**src/rtl/rtc_pkg.sv**
```systemverilog
package rtc_pkg;
   localparam int NUM_TIME_FIELDS = 7;
   localparam int HOUR_FIELD      = 2;
   localparam int REG_A           = 10;
   localparam int REG_B           = 11;
   localparam int REG_C           = 12;
   localparam int REG_D           = 13;
   localparam int REFRESH_LIMIT   = 14;
   localparam logic [7:0] VALID_MARK = 8'h80;
   localparam logic [7:0] ALL_FIRED  = 8'hF0;
   localparam int CTRL_BIN_BIT    = 2;
   localparam int CTRL_24H_BIT    = 1;
   localparam int CTRL_PIE_BIT    = 6;
   // Lower-bank offset of each time field, field 0 first.
   localparam logic [NUM_TIME_FIELDS-1:0][7:0] TIME_OFS =
      {8'd9, 8'd8, 8'd7, 8'd6, 8'd4, 8'd2, 8'd0};

   typedef enum logic [1:0] {
      P_LO_IDX = 2'd0,
      P_LO_DAT = 2'd1,
      P_HI_IDX = 2'd2,
      P_HI_DAT = 2'd3
   } port_e;
endpackage

```
**src/rtl/rtc_field_enc.sv**
```systemverilog
module rtc_field_enc (
   input  logic [6:0] val,
   input  logic       pm,
   input  logic       bin_mode,
   output logic [7:0] enc
);
   logic [3:0] tens;
   logic [3:0] ones;
   logic [7:0] base;

   assign tens = 4'(val / 7'd10);
   assign ones = 4'(val % 7'd10);
   assign base = bin_mode ? {1'b0, val} : {tens, ones};
   assign enc  = {base[7] | pm, base[6:0]};
endmodule

```
**src/rtl/rtc_time_fmt.sv**
```systemverilog
module rtc_time_fmt
   import rtc_pkg::*;
(
   input  logic [5:0] tm_sec,
   input  logic [5:0] tm_min,
   input  logic [4:0] tm_hour,
   input  logic [2:0] tm_wday,
   input  logic [4:0] tm_mday,
   input  logic [3:0] tm_mon,
   input  logic [7:0] tm_year,
   input  logic       bin_mode,
   input  logic       mode_24h,
   output logic [NUM_TIME_FIELDS-1:0][7:0] time_bytes
);
   logic [NUM_TIME_FIELDS-1:0][6:0] raw;
   logic       is_pm;
   logic [4:0] hour12;
   logic       pm_flag;

   assign is_pm   = (tm_hour >= 5'd12);
   assign hour12  = is_pm ? (tm_hour - 5'd12) : tm_hour;
   assign pm_flag = is_pm & ~mode_24h;

   always_comb begin
      raw[0] = {1'b0, tm_sec};
      raw[1] = {1'b0, tm_min};
      raw[HOUR_FIELD] = mode_24h ? {2'b00, tm_hour} : {2'b00, hour12};
      raw[3] = {4'b0000, tm_wday} + 7'd1;
      raw[4] = {2'b00, tm_mday};
      raw[5] = {3'b000, tm_mon} + 7'd1;
      raw[6] = 7'(tm_year % 8'd100);
   end

   for (genvar k = 0; k < NUM_TIME_FIELDS; k++) begin : g_field
      if (k == HOUR_FIELD) begin : g_hour
         rtc_field_enc u_enc (
            .val(raw[k]), .pm(pm_flag), .bin_mode(bin_mode), .enc(time_bytes[k]));
      end else begin : g_plain
         rtc_field_enc u_enc (
            .val(raw[k]), .pm(1'b0), .bin_mode(bin_mode), .enc(time_bytes[k]));
      end
   end
endmodule

```
**src/rtl/rtc_uip_ctrl.sv**
```systemverilog
module rtc_uip_ctrl #(
   parameter int RISE_COUNT = 4,
   parameter int HOLD_COUNT = 3
) (
   input  logic clk,
   input  logic rst_n,
   input  logic tick,
   input  logic flag,
   output logic uip_set,
   output logic uip_clr
);
   localparam int RC_W = $clog2(RISE_COUNT + 1);
   localparam int HC_W = $clog2(HOLD_COUNT + 1);
   localparam logic [RC_W-1:0] RISE_LAST = RC_W'(RISE_COUNT - 1);
   localparam logic [HC_W-1:0] HOLD_LOAD = HC_W'(HOLD_COUNT);

   logic [RC_W-1:0] rise_cnt;
   logic [HC_W-1:0] hold_cnt;

   initial begin
      assert (RISE_COUNT >= 1) else $error("RISE_COUNT must be at least 1");
      assert (HOLD_COUNT >= 1) else $error("HOLD_COUNT must be at least 1");
   end

   assign uip_set = tick && !flag && (rise_cnt == RISE_LAST);
   assign uip_clr = tick && flag && (hold_cnt <= HC_W'(1));

   always_ff @(posedge clk or negedge rst_n) begin
      if (!rst_n) begin
         rise_cnt <= '0;
         hold_cnt <= '0;
      end else if (tick) begin
         if (flag) begin
            if (uip_clr) begin
               hold_cnt <= '0;
               rise_cnt <= '0;
            end else begin
               hold_cnt <= hold_cnt - HC_W'(1);
            end
         end else if (uip_set) begin
            rise_cnt <= '0;
            hold_cnt <= HOLD_LOAD;
         end else begin
            rise_cnt <= rise_cnt + RC_W'(1);
         end
      end
   end
endmodule

```
**src/rtl/rtc_regbank.sv**
```systemverilog
module rtc_regbank
   import rtc_pkg::*;
#(
   parameter int IDX_W = 7
) (
   input  logic             clk,
   input  logic             rst_n,
   input  logic             refresh,
   input  logic [NUM_TIME_FIELDS-1:0][7:0] time_bytes,
   input  logic             uip_set,
   input  logic             uip_clr,
   input  logic             c_clear,
   input  logic             lo_wr_en,
   input  logic [IDX_W-1:0] lo_wr_idx,
   input  logic [7:0]       lo_wr_data,
   input  logic             c_fire,
   input  logic [IDX_W-1:0] lo_rd_idx,
   output logic [7:0]       lo_rd_view,
   input  logic             hi_wr_en,
   input  logic [IDX_W-1:0] hi_wr_idx,
   input  logic [7:0]       hi_wr_data,
   input  logic [IDX_W-1:0] hi_rd_idx,
   output logic [7:0]       hi_rd_data,
   output logic [7:0]       ctrl_b,
   output logic             flag_a,
   output logic [7:0]       reg_c,
   output logic [7:0]       reg_d
);
   localparam int DEPTH = 1 << IDX_W;
   localparam logic [IDX_W-1:0] A_I = IDX_W'(REG_A);
   localparam logic [IDX_W-1:0] B_I = IDX_W'(REG_B);
   localparam logic [IDX_W-1:0] C_I = IDX_W'(REG_C);
   localparam logic [IDX_W-1:0] D_I = IDX_W'(REG_D);

   logic [7:0] lo_mem [DEPTH];
   logic [7:0] hi_mem [DEPTH];
   logic       flag_next;

   assign flag_next = uip_set ? 1'b1 : (uip_clr ? 1'b0 : lo_mem[A_I][7]);

   always_ff @(posedge clk or negedge rst_n) begin
      if (!rst_n) begin
         for (int i = 0; i < DEPTH; i++) begin
            lo_mem[i] <= '0;
            hi_mem[i] <= '0;
         end
      end else begin
         if (refresh) begin
            for (int k = 0; k < NUM_TIME_FIELDS; k++)
               lo_mem[TIME_OFS[k][IDX_W-1:0]] <= time_bytes[k];
            lo_mem[D_I]    <= VALID_MARK;
            lo_mem[A_I][7] <= flag_next;
         end
         if (c_clear)
            lo_mem[C_I] <= '0;
         if (lo_wr_en) begin
            lo_mem[lo_wr_idx] <= lo_wr_data;
            if (c_fire)
               lo_mem[C_I] <= ALL_FIRED;
         end
         if (hi_wr_en)
            hi_mem[hi_wr_idx] <= hi_wr_data;
      end
   end

   // Post-update view of the byte that an index write selects.
   always_comb begin
      lo_rd_view = lo_mem[lo_rd_idx];
      if (refresh) begin
         for (int k = 0; k < NUM_TIME_FIELDS; k++)
            if (lo_rd_idx == TIME_OFS[k][IDX_W-1:0])
               lo_rd_view = time_bytes[k];
         if (lo_rd_idx == D_I)
            lo_rd_view = VALID_MARK;
         if (lo_rd_idx == A_I)
            lo_rd_view = {flag_next, lo_mem[A_I][6:0]};
      end
   end

   assign hi_rd_data = hi_mem[hi_rd_idx];
   assign ctrl_b     = lo_mem[B_I];
   assign flag_a     = lo_mem[A_I][7];
   assign reg_c      = lo_mem[C_I];
   assign reg_d      = lo_mem[D_I];
endmodule

```
**src/rtl/rtc_regfile.sv**
```systemverilog
module rtc_regfile
   import rtc_pkg::*;
#(
   parameter int IDX_W      = 7,
   parameter int RISE_COUNT = 4,
   parameter int HOLD_COUNT = 3
) (
   input  logic       clk,
   input  logic       rst_n,
   input  logic [1:0] bus_addr,
   input  logic       bus_wr,
   input  logic [7:0] bus_wdata,
   output logic [7:0] bus_rdata,
   input  logic [5:0] tm_sec,
   input  logic [5:0] tm_min,
   input  logic [4:0] tm_hour,
   input  logic [2:0] tm_wday,
   input  logic [4:0] tm_mday,
   input  logic [3:0] tm_mon,
   input  logic [7:0] tm_year
);
   localparam logic [IDX_W-1:0] B_I     = IDX_W'(REG_B);
   localparam logic [IDX_W-1:0] C_I     = IDX_W'(REG_C);
   localparam logic [IDX_W-1:0] LIMIT_I = IDX_W'(REFRESH_LIMIT);

   initial begin
      assert (IDX_W >= 4 && IDX_W <= 7) else $error("IDX_W must be 4 to 7");
   end

   logic [7:0] idx_lo, lat_lo, idx_hi, lat_hi;
   logic       wr_lo_idx, wr_lo_dat, wr_hi_idx, wr_hi_dat;
   logic       refresh, c_clear, c_fire;
   logic       uip_set, uip_clr, flag_a;
   logic [7:0] lo_rd_view, hi_rd_data, ctrl_b, reg_c_q, reg_d_q;
   logic [NUM_TIME_FIELDS-1:0][7:0] time_bytes;
   logic [IDX_W-1:0] wsel;

   assign wsel      = bus_wdata[IDX_W-1:0];
   assign wr_lo_idx = bus_wr && (bus_addr == P_LO_IDX);
   assign wr_lo_dat = bus_wr && (bus_addr == P_LO_DAT);
   assign wr_hi_idx = bus_wr && (bus_addr == P_HI_IDX);
   assign wr_hi_dat = bus_wr && (bus_addr == P_HI_DAT);
   assign refresh   = wr_lo_idx && (wsel < LIMIT_I);
   assign c_clear   = wr_lo_idx && (wsel == C_I);
   assign c_fire    = wr_lo_dat && (idx_lo[IDX_W-1:0] == B_I) && bus_wdata[CTRL_PIE_BIT];

   rtc_time_fmt u_fmt (
      .tm_sec(tm_sec), .tm_min(tm_min), .tm_hour(tm_hour), .tm_wday(tm_wday),
      .tm_mday(tm_mday), .tm_mon(tm_mon), .tm_year(tm_year),
      .bin_mode(ctrl_b[CTRL_BIN_BIT]), .mode_24h(ctrl_b[CTRL_24H_BIT]),
      .time_bytes(time_bytes));

   rtc_uip_ctrl #(.RISE_COUNT(RISE_COUNT), .HOLD_COUNT(HOLD_COUNT)) u_uip (
      .clk(clk), .rst_n(rst_n), .tick(refresh), .flag(flag_a),
      .uip_set(uip_set), .uip_clr(uip_clr));

   rtc_regbank #(.IDX_W(IDX_W)) u_bank (
      .clk(clk), .rst_n(rst_n), .refresh(refresh), .time_bytes(time_bytes),
      .uip_set(uip_set), .uip_clr(uip_clr), .c_clear(c_clear),
      .lo_wr_en(wr_lo_dat), .lo_wr_idx(idx_lo[IDX_W-1:0]), .lo_wr_data(bus_wdata),
      .c_fire(c_fire), .lo_rd_idx(wsel), .lo_rd_view(lo_rd_view),
      .hi_wr_en(wr_hi_dat), .hi_wr_idx(idx_hi[IDX_W-1:0]), .hi_wr_data(bus_wdata),
      .hi_rd_idx(wsel), .hi_rd_data(hi_rd_data),
      .ctrl_b(ctrl_b), .flag_a(flag_a), .reg_c(reg_c_q), .reg_d(reg_d_q));

   always_ff @(posedge clk or negedge rst_n) begin
      if (!rst_n) begin
         idx_lo <= '0;
         lat_lo <= '0;
         idx_hi <= '0;
         lat_hi <= '0;
      end else begin
         if (wr_lo_idx) begin
            idx_lo <= bus_wdata;
            lat_lo <= lo_rd_view;
         end
         if (wr_lo_dat)
            lat_lo <= bus_wdata;
         if (wr_hi_idx) begin
            idx_hi <= bus_wdata;
            lat_hi <= hi_rd_data;
         end
         if (wr_hi_dat)
            lat_hi <= bus_wdata;
      end
   end

   always_comb begin
      unique case (bus_addr)
         P_LO_IDX: bus_rdata = idx_lo;
         P_LO_DAT: bus_rdata = lat_lo;
         P_HI_IDX: bus_rdata = idx_hi;
         default:  bus_rdata = lat_hi;
      endcase
   end
endmodule

```
**config.mk**
```make
export PLATFORM = sky130hd
export DESIGN_NAME = rtc_regfile
export DESIGN_NICKNAME = d
export VERILOG_FILES = /design/src/rtl/rtc_pkg.sv /design/src/rtl/rtc_field_enc.sv /design/src/rtl/rtc_time_fmt.sv /design/src/rtl/rtc_uip_ctrl.sv /design/src/rtl/rtc_regbank.sv /design/src/rtl/rtc_regfile.sv
export SDC_FILE = /design/constraint.sdc
export NUM_CORES = 2
export LEC_CHECK = 0
export ABC_CLOCK_PERIOD_IN_PS = 5600
export BUFFER_PORTS_ARGS = -buffer_cell sky130_fd_sc_hd__buf_2
export CORE_ASPECT_RATIO = 1.5
export CORE_MARGIN = 2
export CORE_UTILIZATION = 40
export DETAILED_ROUTE_END_ITERATION = 8
export PLACE_DENSITY = 0.56
export SYNTH_ARGS = -nofsm -noshare
export SYNTH_HDL_FRONTEND = slang
export SYNTH_SLANG_ARGS = --single-unit
```
**constraint.sdc**
```tcl
create_clock -name clk -period 5.6 [get_ports clk]
set_clock_uncertainty 0.05 [all_clocks]
set_input_delay 1.68 -clock clk [delete_from_list [all_inputs] [get_ports clk]]
set_output_delay 1.68 -clock clk [all_outputs]
set_load 0.005 [all_outputs]
```
==> reports/summary.txt <==
status -> finished, final reports clean
HP Start -> u_bank.lo_mem[43]$_DFFE_PN0P_
period utilization -> 0.892
Die Span Y -> 607 um
DRT iter0 DRCs -> 4509
first-pass GRT wire length -> 429 mm
layout cells sized above 1 -> 0.348
final hold vios -> 0
Critical Path RT -> 6290 ps
setup violators final -> 0
Clk network pwr share -> 0.410
max-cap violation count -> 0
worst hold-check path type -> flip-flop to flip-flop
mapped cell area -> 0.0968 mm2
Vias/cell -> 5.71
combinational power share -> 0.110
CTS tree -> done
Final Util -> 0.452
vias in the first global route -> 64000
crit path max fanout -> 9
NetSw -> 0.00891 W
nets@finish -> 7472
Initial Util -> 0.402
Post-synth ARST share -> 1.00
Setup crit end kind -> flip-flop
Max clock buf depth -> 4
Port Buffers -> 57
die width -> 406 um
DP Cell Count -> 10400
IO Pins -> 58
static leakage -> 49.1 nW
Worst Max-Slew Pin Slew -> 1110 ps
Non-Filler Instances -> 10800
clock sink count -> 2085
Gate Count Post-Synth -> 7392
register area -> 0.0522 mm2
First-pass DRT Iterations -> 6
Reg clk slew, reported paths -> 60 ps
global route overflow -> 0
internal power -> 0.0260 W
CTS Hold Buffers Added -> 0
Achievable Freq -> 200 MHz
flop2flop setup slack -> 1560 ps
DIE AREA -> 0.246 mm2
RD Place Congestion -> 0.945
Area Growth Syn to Fin -> 12.6%
r2r startpoint -> u_bank.ctrl_b[1]$_DFFE_PN0P_
Via Count -> 61600
Mapped Nets -> 7468
GRT Resource Usage Total -> 0.231
CP startpoint kind -> primary input
CTS Buf Count -> 207
core area -> 0.241 mm2
initial antenna violation count -> 2
Seq pwr share -> 0.479
Post-synth EDFFs -> 0
final instance area -> 0.109 mm2
switch share -> 0.255
post-CTS sizing -> 0
CP Launch Point -> tm_hour[2]
CP Data Arrival Time -> 5690 ps
power per cell area -> 320 mW/mm2
peak supply drop -> 288 uV
CP Class -> primary input to flip-flop
ys flop type -> dfrtp_1
final max-slew violation count -> 0
setup TNS -> 0 ps
largest net degree at the start of global routing -> 161
multi-input logic area -> 0.0422 mm2
Avg Inst Size Synth -> 13.1 um2
RSZ-0062 raised after global routing -> no
Yosys reg bits -> 2085
drt drc -> 0
post-DR wirelength/cell -> 26.2 um
Clk Latency, worst-skew pair -> 880 ps
Final HPWL DP -> 185 mm
# fillers -> 21800
post-layout minimum cycle time -> 5000 ps
Final ANT Viol Nets -> 0
Distinct cells, synth -> 95
Setup Buffers After CTS -> 0
yosys warns -> 0
# rows -> 221
clk root buf -> clkbuf_16
Slew headroom -> 0.260
DRT Wirelength -> 283 mm
sequential-to-total area share from yosys stat -> 0.539
H-tree levels -> 4
placed instance area -> 0.102 mm2
-- cells in the final DEF (no fill, tap or decap), types with 17 or more instances in the layout --
cell type / synthesis / routed
o21ai_0: 909 / 909
clkbuf_1: 483 / 35
buf_12: 0 / 58
a21oi_1: 67 / 67
o211ai_1: 17 / 17
clkbuf_8: 0 / 56
nand2_1: 1120 / 1119
mux2i_1: 27 / 27
clkbuf_16: 0 / 211
buf_4: 4 / 275
nand3_1: 42 / 42
dfrtp_1: 2085 / 2085
nor3_1: 46 / 44
mux2_2: 1190 / 1190
clkinv_2: 0 / 35
buf_2: 61 / 48
nor2_1: 253 / 253
a211oi_1: 20 / 20
nand2b_1: 18 / 18
ha_1: 26 / 26
mux4_2: 676 / 676
a31oi_1: 22 / 22
inv_1: 34 / 30
-- cell usage after synthesis, types with 20 or more instances --
master / n / area, um2
nand2_1: 1120 / 4200
nand3_1: 42 / 210
a31oi_1: 22 / 138
clkbuf_1: 483 / 1810
buf_2: 61 / 305
inv_1: 34 / 128
mux2i_1: 27 / 270
ha_1: 26 / 325
nor3_1: 46 / 230
dfrtp_1: 2085 / 52200
o21ai_0: 909 / 4550
mux2_2: 1190 / 13400
nor2_1: 253 / 950
mux4_2: 676 / 15200
buf_1: 41 / 154
a211oi_1: 20 / 150
a21oi_1: 67 / 335
-- through the flow --
stage / worst slack [ps] / hold slack (ps) / total power (W)
floorplan: 376 / 389 / 0.0191
global placement: -226 / 405 / 0.0207
detailed placement: -144 / 415 / 0.0209
CTS: 756 / 429 / 0.0353
global route: 268 / 443 / 0.0362
finish: 605 / 425 / 0.0349
-- cell type report --
| class | count | area share |
|---|---|---|
| antenna | 5 | 0.000115 |
| clock buffer | 302 | 0.0567 |
| clock inverter | 59 | 0.00630 |
| inverter | 37 | 0.00162 |
| multi-input combinational | 4676 | 0.387 |
| sequential | 2085 | 0.478 |
| tap | 3233 | 0.0371 |
| timing repair buffer | 389 | 0.0327 |
-- layer usage --
layer	part of all wire	global-route usage	wire length (um)	up-vias
li1	-	-	-	26800
met1	0.40	0.289	113000	32700
met2	0.51	0.403	145000	1471
met3	0.039	0.0280	11000	564
met4	0.048	0.101	13700	0
met5	0	0	0	-
-- state kept, by name, indices dropped and copies added, names as in the netlist --
name	cells
u_bank.reg_c	8
u_bank.hi_mem	1024
u_uip.rise_cnt	3
u_bank.reg_d	8
lat_lo	8
u_bank.lo_mem	999
idx_lo	8
u_bank.flag_a	1
u_bank.ctrl_b	8
idx_hi	8
lat_hi	8
u_uip.hold_cnt	2
-- power groups by stage --
stage               registers [W]  clock network [W]  logic, W
floorplan                  0.0167                  0   0.00243
global placement           0.0169                  0   0.00379
detailed placement         0.0170                  0   0.00389
CTS                        0.0167             0.0147   0.00389
global route               0.0168             0.0152   0.00418
finish                     0.0167             0.0143   0.00385
-- cells by family after synthesis --
group           synth area share
xor+xnor                0.000814
flops                      0.539
fa+ha+maj                0.00357
simple gates              0.0666
compound gates            0.0660
mux                        0.299
buf+inv                   0.0257
-- worst paths after layout --
check,endpoint,cells after the start
setup / recovery,lat_lo[2]$_DFFE_PN0P_,19
hold / removal,u_bank.lo_mem[43]$_DFFE_PN0P_,2
setup reg to reg,lat_lo[2]$_DFFE_PN0P_,17
hold reg to reg,u_bank.lo_mem[43]$_DFFE_PN0P_,2
max in group asynchronous,u_bank.hi_mem[338]$_DFFE_PN0P_,2
min in group asynchronous,u_bank.lo_mem[577]$_DFFE_PN0P_,1
-- critical path, cell delays in order --
cell      delay [ps]
buf_2            140
ha_1             190
nor3b_1          390
nor3_1           110
o32ai_1          300
nand2_1          120
ha_1             300
nand2_1          210
a21boi_0         310
ha_1             330
inv_1            120
or3_1            370
nand4_1          100
and3b_1          200
o22ai_1           90
o21ai_0          320
nand2_1           90
a41oi_1          240
nor2_1            70
Note: power is estimated with default switching activity, not from simulation.
